==> config.mk <==
export PLATFORM = sky130hd
export DESIGN_NAME = audio_brg
export DESIGN_NICKNAME = d
export VERILOG_FILES = /design/src/rtl/abrg_pkg.sv /design/src/rtl/abrg_divider.sv /design/src/rtl/abrg_chan_mux.sv /design/src/rtl/audio_brg.sv
export SDC_FILE = /design/constraint.sdc
export NUM_CORES = 1
export LEC_CHECK = 0
export CAP_MARGIN = 30
export CORE_ASPECT_RATIO = 1.25
export CORE_MARGIN = 1
export CORE_UTILIZATION = 42
export CTS_BUF_LIST = sky130_fd_sc_hd__clkbuf_4
export CTS_CLUSTER_DIAMETER = 100
export DETAILED_ROUTE_END_ITERATION = 8
export HOLD_SLACK_MARGIN = 0.08
export MAX_ROUTING_LAYER = met4
export SYNTH_ARGS = -nofsm -noshare
export SYNTH_HDL_FRONTEND = slang
export SYNTH_HIERARCHICAL = 1
export SYNTH_SLANG_ARGS = --single-unit
==> constraint.sdc <==
create_clock -name clk -period 2.5 [get_ports clk]
set_input_delay 0.5 -clock clk [delete_from_list [all_inputs] [get_ports clk]]
set_output_delay 0.5 -clock clk [all_outputs]
set_load 0.02 [all_outputs]
==> src/rtl/abrg_pkg.sv <==
`timescale 1ns/1ps
package abrg_pkg;

    localparam int NUM_REF   = 4;
    localparam int PRE_W     = 2;
    localparam int CNT_W     = 8;
    localparam int DIV_W     = PRE_W + CNT_W;
    localparam int SRC_W     = 3;
    localparam int CODE_W    = 8;
    localparam int LANES     = 4;
    localparam int STAGE1_W  = 7;

    typedef enum logic [1:0] {
        REF_A   = 2'd0,
        REF_B   = 2'd1,
        REF_C   = 2'd2,
        REF_INT = 2'd3
    } ref_e;

    typedef struct packed {
        logic [PRE_W-1:0] pre;
        logic [CNT_W-1:0] cnt;
    } div_cfg_t;

    localparam div_cfg_t DIV_RESET = '{pre: 2'd0, cnt: 8'd2};

    typedef struct packed {
        logic             out_b;
        logic [SRC_W-1:0] src_a;
        logic [SRC_W-1:0] src_b;
    } ctl_t;

    localparam logic [CODE_W-1:0] RT_REF_A = 8'h01;
    localparam logic [CODE_W-1:0] RT_REF_B = 8'h02;
    localparam logic [CODE_W-1:0] RT_REF_C = 8'h03;
    localparam logic [CODE_W-1:0] RT_DIV_A = 8'h10;
    localparam logic [CODE_W-1:0] RT_DIV_B = 8'h20;

    // Non-sequential source encoding: returns a one-hot reference mask.
    function automatic logic [NUM_REF-1:0] src_decode(input logic [SRC_W-1:0] code);
        logic [NUM_REF-1:0] m;
        m = '0;
        case (code)
            3'd0: m[REF_A]   = 1'b1;
            3'd1: m[REF_B]   = 1'b1;
            3'd4: m[REF_C]   = 1'b1;
            3'd2: m[REF_INT] = 1'b1;
            default: m = '0;
        endcase
        return m;
    endfunction

    // Terminal value of the first stage: (2 << 2p) - 1.
    function automatic logic [STAGE1_W-1:0] pre_last(input logic [PRE_W-1:0] p);
        logic [STAGE1_W:0] ratio;
        ratio = (STAGE1_W+1)'(2) << {p, 1'b0};
        return STAGE1_W'(ratio - 1'b1);
    endfunction

endpackage

==> src/rtl/abrg_divider.sv <==
`timescale 1ns/1ps
module abrg_divider
    import abrg_pkg::*;
(
    input  logic     clk,
    input  logic     rst,
    input  logic     stb_in,
    input  logic     cfg_we,
    input  div_cfg_t cfg_wdata,
    output logic     tick
);

    div_cfg_t              cfg_q;
    logic [STAGE1_W-1:0]   s1_q;
    logic [CNT_W-1:0]      s2_q;
    logic                  s1_wrap;
    logic                  s2_wrap;

    assign s1_wrap = stb_in && (s1_q == pre_last(cfg_q.pre));
    assign s2_wrap = s1_wrap && (s2_q == cfg_q.cnt);

    always_ff @(posedge clk) begin
        if (rst) begin
            cfg_q <= DIV_RESET;
            s1_q  <= '0;
            s2_q  <= '0;
            tick  <= 1'b0;
        end else if (cfg_we) begin
            cfg_q <= cfg_wdata;
            s1_q  <= '0;
            s2_q  <= '0;
            tick  <= 1'b0;
        end else begin
            tick <= s2_wrap;
            if (stb_in) begin
                if (s1_wrap) begin
                    s1_q <= '0;
                    s2_q <= s2_wrap ? '0 : s2_q + 1'b1;
                end else begin
                    s1_q <= s1_q + 1'b1;
                end
            end
        end
    end

endmodule

==> src/rtl/abrg_chan_mux.sv <==
`timescale 1ns/1ps
module abrg_chan_mux
    import abrg_pkg::*;
(
    input  logic [CODE_W-1:0]  code,
    input  logic [NUM_REF-1:0] ref_stb,
    input  logic               tick_a,
    input  logic               tick_b,
    output logic               chan_out
);

    always_comb begin
        case (code)
            RT_REF_A: chan_out = ref_stb[REF_A];
            RT_REF_B: chan_out = ref_stb[REF_B];
            RT_REF_C: chan_out = ref_stb[REF_C];
            RT_DIV_A: chan_out = tick_a;
            RT_DIV_B: chan_out = tick_b;
            default:  chan_out = 1'b0;
        endcase
    end

endmodule

==> src/rtl/audio_brg.sv <==
`timescale 1ns/1ps
module audio_brg
    import abrg_pkg::*;
#(
    parameter  int NUM_ROUTE_REGS = 2,
    localparam int NUM_CH = NUM_ROUTE_REGS * LANES,
    localparam int RSEL_W = (NUM_ROUTE_REGS > 1) ? $clog2(NUM_ROUTE_REGS) : 1
) (
    input  logic                    clk,
    input  logic                    rst,
    input  logic [NUM_REF-1:0]      ref_stb,
    input  logic                    ctl_we,
    input  logic [SRC_W-1:0]        ctl_src_a,
    input  logic [SRC_W-1:0]        ctl_src_b,
    input  logic                    ctl_out_b,
    input  logic                    div_a_we,
    input  logic                    div_b_we,
    input  logic [DIV_W-1:0]        div_wdata,
    input  logic                    route_we,
    input  logic [RSEL_W-1:0]       route_sel,
    input  logic [CODE_W*LANES-1:0] route_wdata,
    output logic                    tick_a,
    output logic                    tick_b,
    output logic                    clkout_tick,
    output logic [NUM_CH-1:0]       chan_clk
);

    localparam int NUM_DIV = 2;

    ctl_t                    ctl_q;
    logic [CODE_W*LANES-1:0] route_q [NUM_ROUTE_REGS];
    logic [NUM_DIV-1:0]      div_we_v;
    logic [SRC_W-1:0]        src_code_v [NUM_DIV];
    logic [NUM_DIV-1:0]      tick_v;

    always_ff @(posedge clk) begin
        if (rst) begin
            ctl_q <= '0;
        end else if (ctl_we) begin
            ctl_q <= '{out_b: ctl_out_b, src_a: ctl_src_a, src_b: ctl_src_b};
        end
    end

    for (genvar r = 0; r < NUM_ROUTE_REGS; r++) begin : g_route
        always_ff @(posedge clk) begin
            if (rst) begin
                route_q[r] <= '0;
            end else if (route_we && (int'(route_sel) == r)) begin
                route_q[r] <= route_wdata;
            end
        end
    end

    assign div_we_v      = {div_b_we, div_a_we};
    assign src_code_v[0] = ctl_q.src_a;
    assign src_code_v[1] = ctl_q.src_b;

    for (genvar d = 0; d < NUM_DIV; d++) begin : g_div
        logic src_stb;
        assign src_stb = |(src_decode(src_code_v[d]) & ref_stb);

        abrg_divider u_div (
            .clk       (clk),
            .rst       (rst),
            .stb_in    (src_stb),
            .cfg_we    (div_we_v[d]),
            .cfg_wdata (div_cfg_t'(div_wdata)),
            .tick      (tick_v[d])
        );
    end

    assign tick_a      = tick_v[0];
    assign tick_b      = tick_v[1];
    assign clkout_tick = ctl_q.out_b ? tick_v[1] : tick_v[0];

    for (genvar c = 0; c < NUM_CH; c++) begin : g_chan
        abrg_chan_mux u_mux (
            .code     (route_q[c / LANES][CODE_W*(c % LANES) +: CODE_W]),
            .ref_stb  (ref_stb),
            .tick_a   (tick_v[0]),
            .tick_b   (tick_v[1]),
            .chan_out (chan_clk[c])
        );
    end

endmodule

-- Word level (Yosys, flattened, before mapping)
Memory sizes are Yosys's and may differ from the RTL's.
Index checks and enable logic that the tools add are counted.
- register bits: 59
- bits in latches: 0
- memory bits (writable): 64
- bits in read-only memories: 0
- input bits: 60
- output and inout port bits: 11
- logic and storage cells: 122
- memories kept: 1
- memories (memory ; depth ; width ; rd ports ; clocked after memory_dff ; write ports ; line ; RTL):
    route_q ; 2 ; 32 ; 2 ; 0 ; 2 ; audio_brg.sv:31 ; logic [CODE_W*LANES-1:0] route_q [NUM_ROUTE_REGS];
- add/subtract/negate cells: 6
- $mul: 0
- div/mod/pow operators: 0
- order comparisons: 0
- equality and inequality tests: 50
- shift-type cells: 2
- mux-type cells: 31
- bitwise operators: 5
- reductions and logical operators: 14
- operators by type and width (kind ; number):
    8-bit by 2-bit == test with 1-bit output, second input constant ; 16
    8-bit by 1-bit == test with 1-bit output, second input constant ; 8
    8-bit by 5-bit == test with 1-bit output, second input constant ; 8
    8-bit by 6-bit == test with 1-bit output, second input constant ; 8
    32-bit 2-to-1 mux ; 2
    1-bit case mux with 5 select lines ; 8
    1-bit 2-to-1 mux ; 17
    8-bit by 1-bit adder with 8-bit output, second input constant ; 2
    8-bit == test ; 2
    8-bit 2-to-1 mux ; 2
    7-bit by 1-bit adder with 7-bit output, second input constant ; 2
    7-bit == test ; 2
    7-bit 2-to-1 mux ; 2
    2-bit by 3-bit left shift with 7-bit output, first input constant ; 2
    7-bit by 1-bit subtractor with 7-bit output, second input constant ; 2
    4-bit bitwise AND ; 2
    4-bit OR reduction ; 2
    3-bit by 1-bit == test with 1-bit output, second input constant ; 2
    3-bit by 2-bit == test with 1-bit output, second input constant ; 2
    3-bit == test, second input constant ; 2
    1-bit logical AND ; 6
    3-bit logical NOT ; 2
    2-bit AND reduction ; 2
    2-bit OR reduction ; 2
    2 further kinds ; 3

-- Depth between registers and ports, before layout
- depth in word-level cells: 7
- depth in mapped cells: 8
- mapped depth without buffers: 7

-- Hierarchy
Netlist, hierarchy kept.
- modules (own cells, without submodules) (module ; instances ; cells an instance ; area each (um2) ; sequential area each (um2)):
    audio_brg ; 1 ; 175 ; 2767.7 ; 2062.0
    abrg_divider ; 2 ; 136 ; 1300.0 ; 520.5
    abrg_chan_mux ; 8 ; 11 ; 63.8 ; 0.0

-- Least setup slack after synthesis
OpenSTA, ideal clock, no wires.
- path type: input to register
- start point: input ref_stb[3]
- end point: register g_div[0].u_div.s2_q[3]
- setup time: 0.096 ns
- arrival time: 2.103 ns
- required time: 2.404 ns
- setup slack: 0.301 ns
- stages: 8
- buffers on the path: 1
- path through: mux2i_1 -> o21a_1 -> o21ai_0 -> o211ai_1 -> a221o_1 -> nand2b_4 -> buf_6 -> o41ai_2
- word-level cells in the longest chain between the ends: 5
- elaborated cells on any way between the ends: 6
- those cells by class: mux (1); bitwise (1); reduce/logical (4)
- RTL lines (item ; line ; RTL):
    start, declared ; audio_brg.sv:11 ; input logic [NUM_REF-1:0] ref_stb,
    4-bit bitwise AND (*) ; audio_brg.sv:60 ; assign src_stb = |(src_decode(src_code_v[d]) & ref_stb);
    4-bit OR reduction (*) ; audio_brg.sv:60 ;
    net g_div[0].src_stb ; audio_brg.sv:59 ; logic src_stb;
    1-bit logical AND ; abrg_divider.sv:19 ; assign s1_wrap = stb_in && (s1_q == pre_last(cfg_q.pre));
    1-bit logical AND ; abrg_divider.sv:20 ; assign s2_wrap = s1_wrap && (s2_q == cfg_q.cnt);
    8-bit 2-to-1 mux ; abrg_divider.sv:38 ; s2_q <= s2_wrap ? '0 : s2_q + 1'b1;
    end signal, assigned ; abrg_divider.sv:38 ;
    end, declared ; abrg_divider.sv:15 ; logic [CNT_W-1:0] s2_q;
Mark *: on every way through the listed nets, which the timed path passes. The rest lies on a longest branch.
A chain may end at the register's enable or synchronous reset.

==> flow_summary.html <==
<table>
<tr><th>Metric</th><th>Value</th></tr>
<tr><th colspan="2">Status</th></tr>
<tr><td>Status</td><td>finished, final reports clean</td></tr>
<tr><th colspan="2">Placed design</th></tr>
<tr><td>RePlAce Congestion</td><td>around 0.87</td></tr>
<tr><td>Buffers added on ports</td><td>70</td></tr>
<tr><td>Cell area after placement</td><td>a little under 7000 µm²</td></tr>
<tr><td>Placed wire-length estimate</td><td>~9200 µm</td></tr>
<tr><th colspan="2">STA</th></tr>
<tr><td>Headroom to the max-slew limit</td><td>59.6%</td></tr>
<tr><td>Worst-case clock skew</td><td>approximately 13 ps</td></tr>
<tr><td>Time the worst path needs with I/O delays and setup</td><td>2450 ps</td></tr>
<tr><td>RSZ-0062 raised after global routing</td><td>yes</td></tr>
<tr><td>Sum of negative setup slack</td><td>0 ps</td></tr>
<tr><td>Fin crit share</td><td>slightly below 100%</td></tr>
<tr><td>Count of final max-slew check failures</td><td>0</td></tr>
<tr><td>Maximum clock frequency</td><td>0.408 GHz</td></tr>
<tr><td>Number of failing hold endpoints at the final stage</td><td>0</td></tr>
<tr><td>Endpoints failing setup</td><td>0</td></tr>
<tr><td>Smallest hold slack</td><td>~530 ps</td></tr>
<tr><td>Pin slew with the least headroom to its limit</td><td>around 610 ps</td></tr>
<tr><th colspan="2">Floorplanning</th></tr>
<tr><td>Y dimension of the die</td><td>roughly 130 µm</td></tr>
<tr><td>Count of boundary I/O pins</td><td>between 70 and 80</td></tr>
<tr><td>Die area</td><td>around 14,000 µm²</td></tr>
<tr><td>Area of the core region</td><td>between 10,000 and 15,000 µm²</td></tr>
<tr><td>Starting Density</td><td>a little over two fifths</td></tr>
<tr><td>X dimension of the die</td><td>~110 µm</td></tr>
<tr><td>Row count</td><td>47</td></tr>
<tr><th colspan="2">Global route</th></tr>
<tr><td>Overall global routing resource usage</td><td>between 10% and 20%</td></tr>
<tr><td>Initial antenna violation count</td><td>0</td></tr>
<tr><td>Leftover overflow at the end of global routing</td><td>0</td></tr>
<tr><td>Vias in the first global route</td><td>between 4,000 and 5,000</td></tr>
<tr><td>Global-route wire length before repair</td><td>20,700 µm</td></tr>
<tr><td>Maximum number of pins on one net before global-route repair</td><td>33</td></tr>
<tr><th colspan="2">Synthesis</th></tr>
<tr><td>Ranking of synthesized cells by area</td><td>sky130_fd_sc_hd__edfxtp_1 (33%), sky130_fd_sc_hd__dfxtp_1 (20%), sky130_fd_sc_hd__and2_1 (6.8%), sky130_fd_sc_hd__mux2i_1 (4.6%), sky130_fd_sc_hd__nor2_1 (3.4%)</td></tr>
<tr><td>Async set or reset register ratio after synthesis</td><td>0%</td></tr>
<tr><td>Number of warnings issued by yosys</td><td>6</td></tr>
<tr><td>Post-Syn Area per Cell</td><td>between 10 and 15 µm²</td></tr>
<tr><td>Cell taking the most area after synthesis</td><td>sky130_fd_sc_hd__edfxtp_1</td></tr>
<tr><td>Mapped Cells</td><td>approximately 540</td></tr>
<tr><td>Number of synthesized register bits</td><td>around 120</td></tr>
<tr><td>Area share of the largest cell type after synthesis</td><td>between 30% and 40%</td></tr>
<tr><td>Leading register cell type out of synthesis</td><td>sky130_fd_sc_hd__edfxtp_1</td></tr>
<tr><td>Synthesized area</td><td>~5900 µm²</td></tr>
<tr><td>Sequential cell area fraction in the yosys report</td><td>between 50% and 60%</td></tr>
<tr><td>Syn nets</td><td>599</td></tr>
<tr><td>Post-synth EDFFs</td><td>64</td></tr>
<tr><td>Leading cell types by count after synthesis</td><td>sky130_fd_sc_hd__and2_1 (64), sky130_fd_sc_hd__edfxtp_1 (64), sky130_fd_sc_hd__dfxtp_1 (59), sky130_fd_sc_hd__nor2_1 (53), sky130_fd_sc_hd__mux2i_1 (27)</td></tr>
<tr><td>Cell variety after synth</td><td>roughly 40</td></tr>
<tr><th colspan="2">Setup path</th></tr>
<tr><td>CP startpoint kind</td><td>flop</td></tr>
<tr><td>Setup crit end kind</td><td>primary output</td></tr>
<tr><td>Number of cell instances on the worst register-to-register path</td><td>7</td></tr>
<tr><td>Endpoint of the worst-slack reg-to-reg timing path</td><td>g_div[1].u_div/s2_q[7]$_SDFFE_PP0P_</td></tr>
<tr><td>Cell-by-cell listing of the critical path</td><td>or4_4, nor3_1, a22o_2, buf_6</td></tr>
<tr><td>RR Startpoint</td><td>ctl_q[1]$_SDFFE_PP0P_</td></tr>
<tr><td>Required time at the endpoint of the critical path</td><td>roughly 2000 ps</td></tr>
<tr><td>End point of the critical path</td><td>chan_clk[4]</td></tr>
<tr><td>Register-to-register setup slack</td><td>~480 ps</td></tr>
<tr><td>CP Max Fanout</td><td>2</td></tr>
<tr><td>Critical path startpoint</td><td>route_q[1][2]$_SDFFCE_PN0P_</td></tr>
<tr><td>Delay of the slowest critical-path stage</td><td>about 560 ps</td></tr>
<tr><td>Slowest CP cell</td><td>sky130_fd_sc_hd__or4_4</td></tr>
<tr><td>Worst setup path class</td><td>reg -&gt; out</td></tr>
<tr><td>Signal arrival time at the worst endpoint</td><td>~2000 ps</td></tr>
<tr><th colspan="2">Detailed routing</th></tr>
<tr><td>Number of nets still failing antenna checks after routing</td><td>0</td></tr>
<tr><td>Count of TritonRoute iterations in the first routing pass</td><td>6</td></tr>
<tr><td>Drt via density</td><td>5.36</td></tr>
<tr><td>Routed wire per std cell</td><td>16.0 µm</td></tr>
<tr><td>Detailed-route via count</td><td>around 4,300</td></tr>
<tr><td>Drt drc</td><td>0</td></tr>
<tr><td>DR iter-0 viols</td><td>210</td></tr>
<tr><td>DRT Wirelength</td><td>13,000 µm</td></tr>
<tr><th colspan="2">Clock tree</th></tr>
<tr><td>TritonCTS buffer count</td><td>17</td></tr>
<tr><td>CTS HTree Levels</td><td>4</td></tr>
<tr><td>Clock latency at the later pin of the worst-skew pair</td><td>around 520 ps</td></tr>
<tr><td>Buffer count from post-CTS setup fixing</td><td>0</td></tr>
<tr><td>CTS clk-pin slew, worst paths</td><td>around 120 ps</td></tr>
<tr><td>CTS tree</td><td>built</td></tr>
<tr><td>Clock tree root buffer cell</td><td>sky130_fd_sc_hd__clkbuf_4</td></tr>
<tr><td>Maximum clock path buffer count</td><td>2</td></tr>
<tr><td>Clk sinks</td><td>123</td></tr>
<tr><th colspan="2">Finish</th></tr>
<tr><td>Area growth, synth to finish</td><td>25.4%</td></tr>
<tr><td>Total number of nets in the final design</td><td>approximately 690</td></tr>
<tr><td>Final core utilization</td><td>a little over half</td></tr>
<tr><td>Share of layout cells above drive strength 1</td><td>a little under a fifth</td></tr>
<tr><td>Number of diodes added for antenna fixing</td><td>0</td></tr>
<tr><td>Layout Cell Area excl Fill</td><td>between 7000 and 8000 µm²</td></tr>
<tr><th colspan="2">Worst hold path</th></tr>
<tr><td>Hold Crit Class</td><td>reg -&gt; reg</td></tr>
<tr><th colspan="2">Pwr</th></tr>
<tr><td>Total leakage power</td><td>between 2 and 3 nW</td></tr>
<tr><td>Maximum ir drop on the vdd rail</td><td>about 0.3 mV</td></tr>
<tr><td>Power Dens Cells</td><td>574 nW/µm²</td></tr>
<tr><th colspan="2">Job</th></tr>
<tr><td>Max-cap check violation count</td><td>0</td></tr>
</table>
-- what timing repair did --
item	CTS	global route
endpoints found under the hold margin	0	0
hold buffers	0	0
pin swaps	16	12
resized for setup	60	17
endpoints found under the setup margin	9	8
-- area by class of cell --
cell class                 instances  area, µm²
multi-input combinational        377       2750
fill                            1212       6100
sequential                       123       3100
clock inverter                    14        159
clock buffer                      18        135
tap                              171        214
inverter                          13       48.8
timing repair buffer              96        958
-- worst max-delay path: cells and delay by family (launching register included) --
family | cells | cell delay, ps
buffers and inverters | 1 | 120
flip-flops | 1 | 390
AND/OR/NAND/NOR | 2 | 730
AO/OA/AOI/OAI | 1 | 190
-- where the power goes --
group	switching, mW	internal [mW]	total, mW
Clock	0.817	0.627	1.44
Sequential	0.0883	2.24	2.33
Combinational	0.212	0.238	0.450
-- registers in the layout (all words and copies together) (netlist names) --
| name | cells |
|---|---|
| ctl_q | 7 |
| g_div.u_div/s2_q | 16 |
| g_div.u_div/cfg_q | 20 |
| g_div.u_div/s1_q | 14 |
| route_q | 64 |
| g_div.u_div/tick | 2 |
-- how the worst min path moves through the flow --
stage	cells after the start	start	to	slack (ps)
2_1_floorplan	2	ctl_q[6]$_SDFFE_PP0P_	ctl_q[6]$_SDFFE_PP0P_	470
3_3_place_gp	2	g_div[0].u_div/s1_q[1]$_SDFFE_PP0P_	g_div[0].u_div/s1_q[1]$_SDFFE_PP0P_	500
3_5_place_dp	2	g_div[0].u_div/s1_q[1]$_SDFFE_PP0P_	g_div[0].u_div/s1_q[1]$_SDFFE_PP0P_	510
4_1_cts	2	g_div[0].u_div/s1_q[1]$_SDFFE_PP0P_	g_div[0].u_div/s1_q[1]$_SDFFE_PP0P_	530
5_1_grt	3	ctl_out_b	ctl_q[6]$_SDFFE_PP0P_	560
6_report	2	g_div[0].u_div/s1_q[1]$_SDFFE_PP0P_	g_div[0].u_div/s1_q[1]$_SDFFE_PP0P_	530
-- cell usage in the layout, fill, tap and decap left out, drive strengths merged, types with 4 or more instances in the layout --
cell type / instances
and3: 18
inv: 20
or2: 4
nand3: 14
dfxtp: 59
and2: 64
xnor2: 6
o21ai: 14
o211ai: 6
clkdlybuf4s50: 62
clkbuf: 18
buf: 34
nor2: 53
a22o: 8
a31oi: 10
edfxtp: 64
nand4: 6
nand3b: 10
ha: 4
mux2i: 27
o41ai: 12
nor3: 10
nor4: 12
xor2: 22
a32oi: 12
or4: 10
nand2b: 4
a21oi: 10
nand2: 24
-- per-stage QoR --
step                      power, mW  std cells  setup WS [ps]
after floorplan                2.56        535            301
after detailed placement       2.79        781           -272
after global routing           4.41        812          -75.8
after global placement         2.78        779           -262
after CTS                      4.26        812           1.79
final                          4.23        812           48.1
-- routing by layer --
metal / global-route usage (%) / vias up / share of wire (%)
li1: - / 2166 / -
met2: 31.5 / 112 / 49
met5: - / - / 0
met1: 22.5 / 2061 / 44
met4: 5.63 / 0 / 0.70
met3: 6.27 / 10 / 6.0
-- logic make-up after synthesis --
logic type	count (synthesis)	synth area share, %
buffers and inverters	35	3.28
xor gates and xnor gates	28	4.17
AOI/OAI and AO/OA	84	12.0
and+or+nand+nor	233	22.1
muxes	28	4.79
DFF	123	52.8
adders and majority gates	4	0.851
Power figures use the tool's default switching activity.
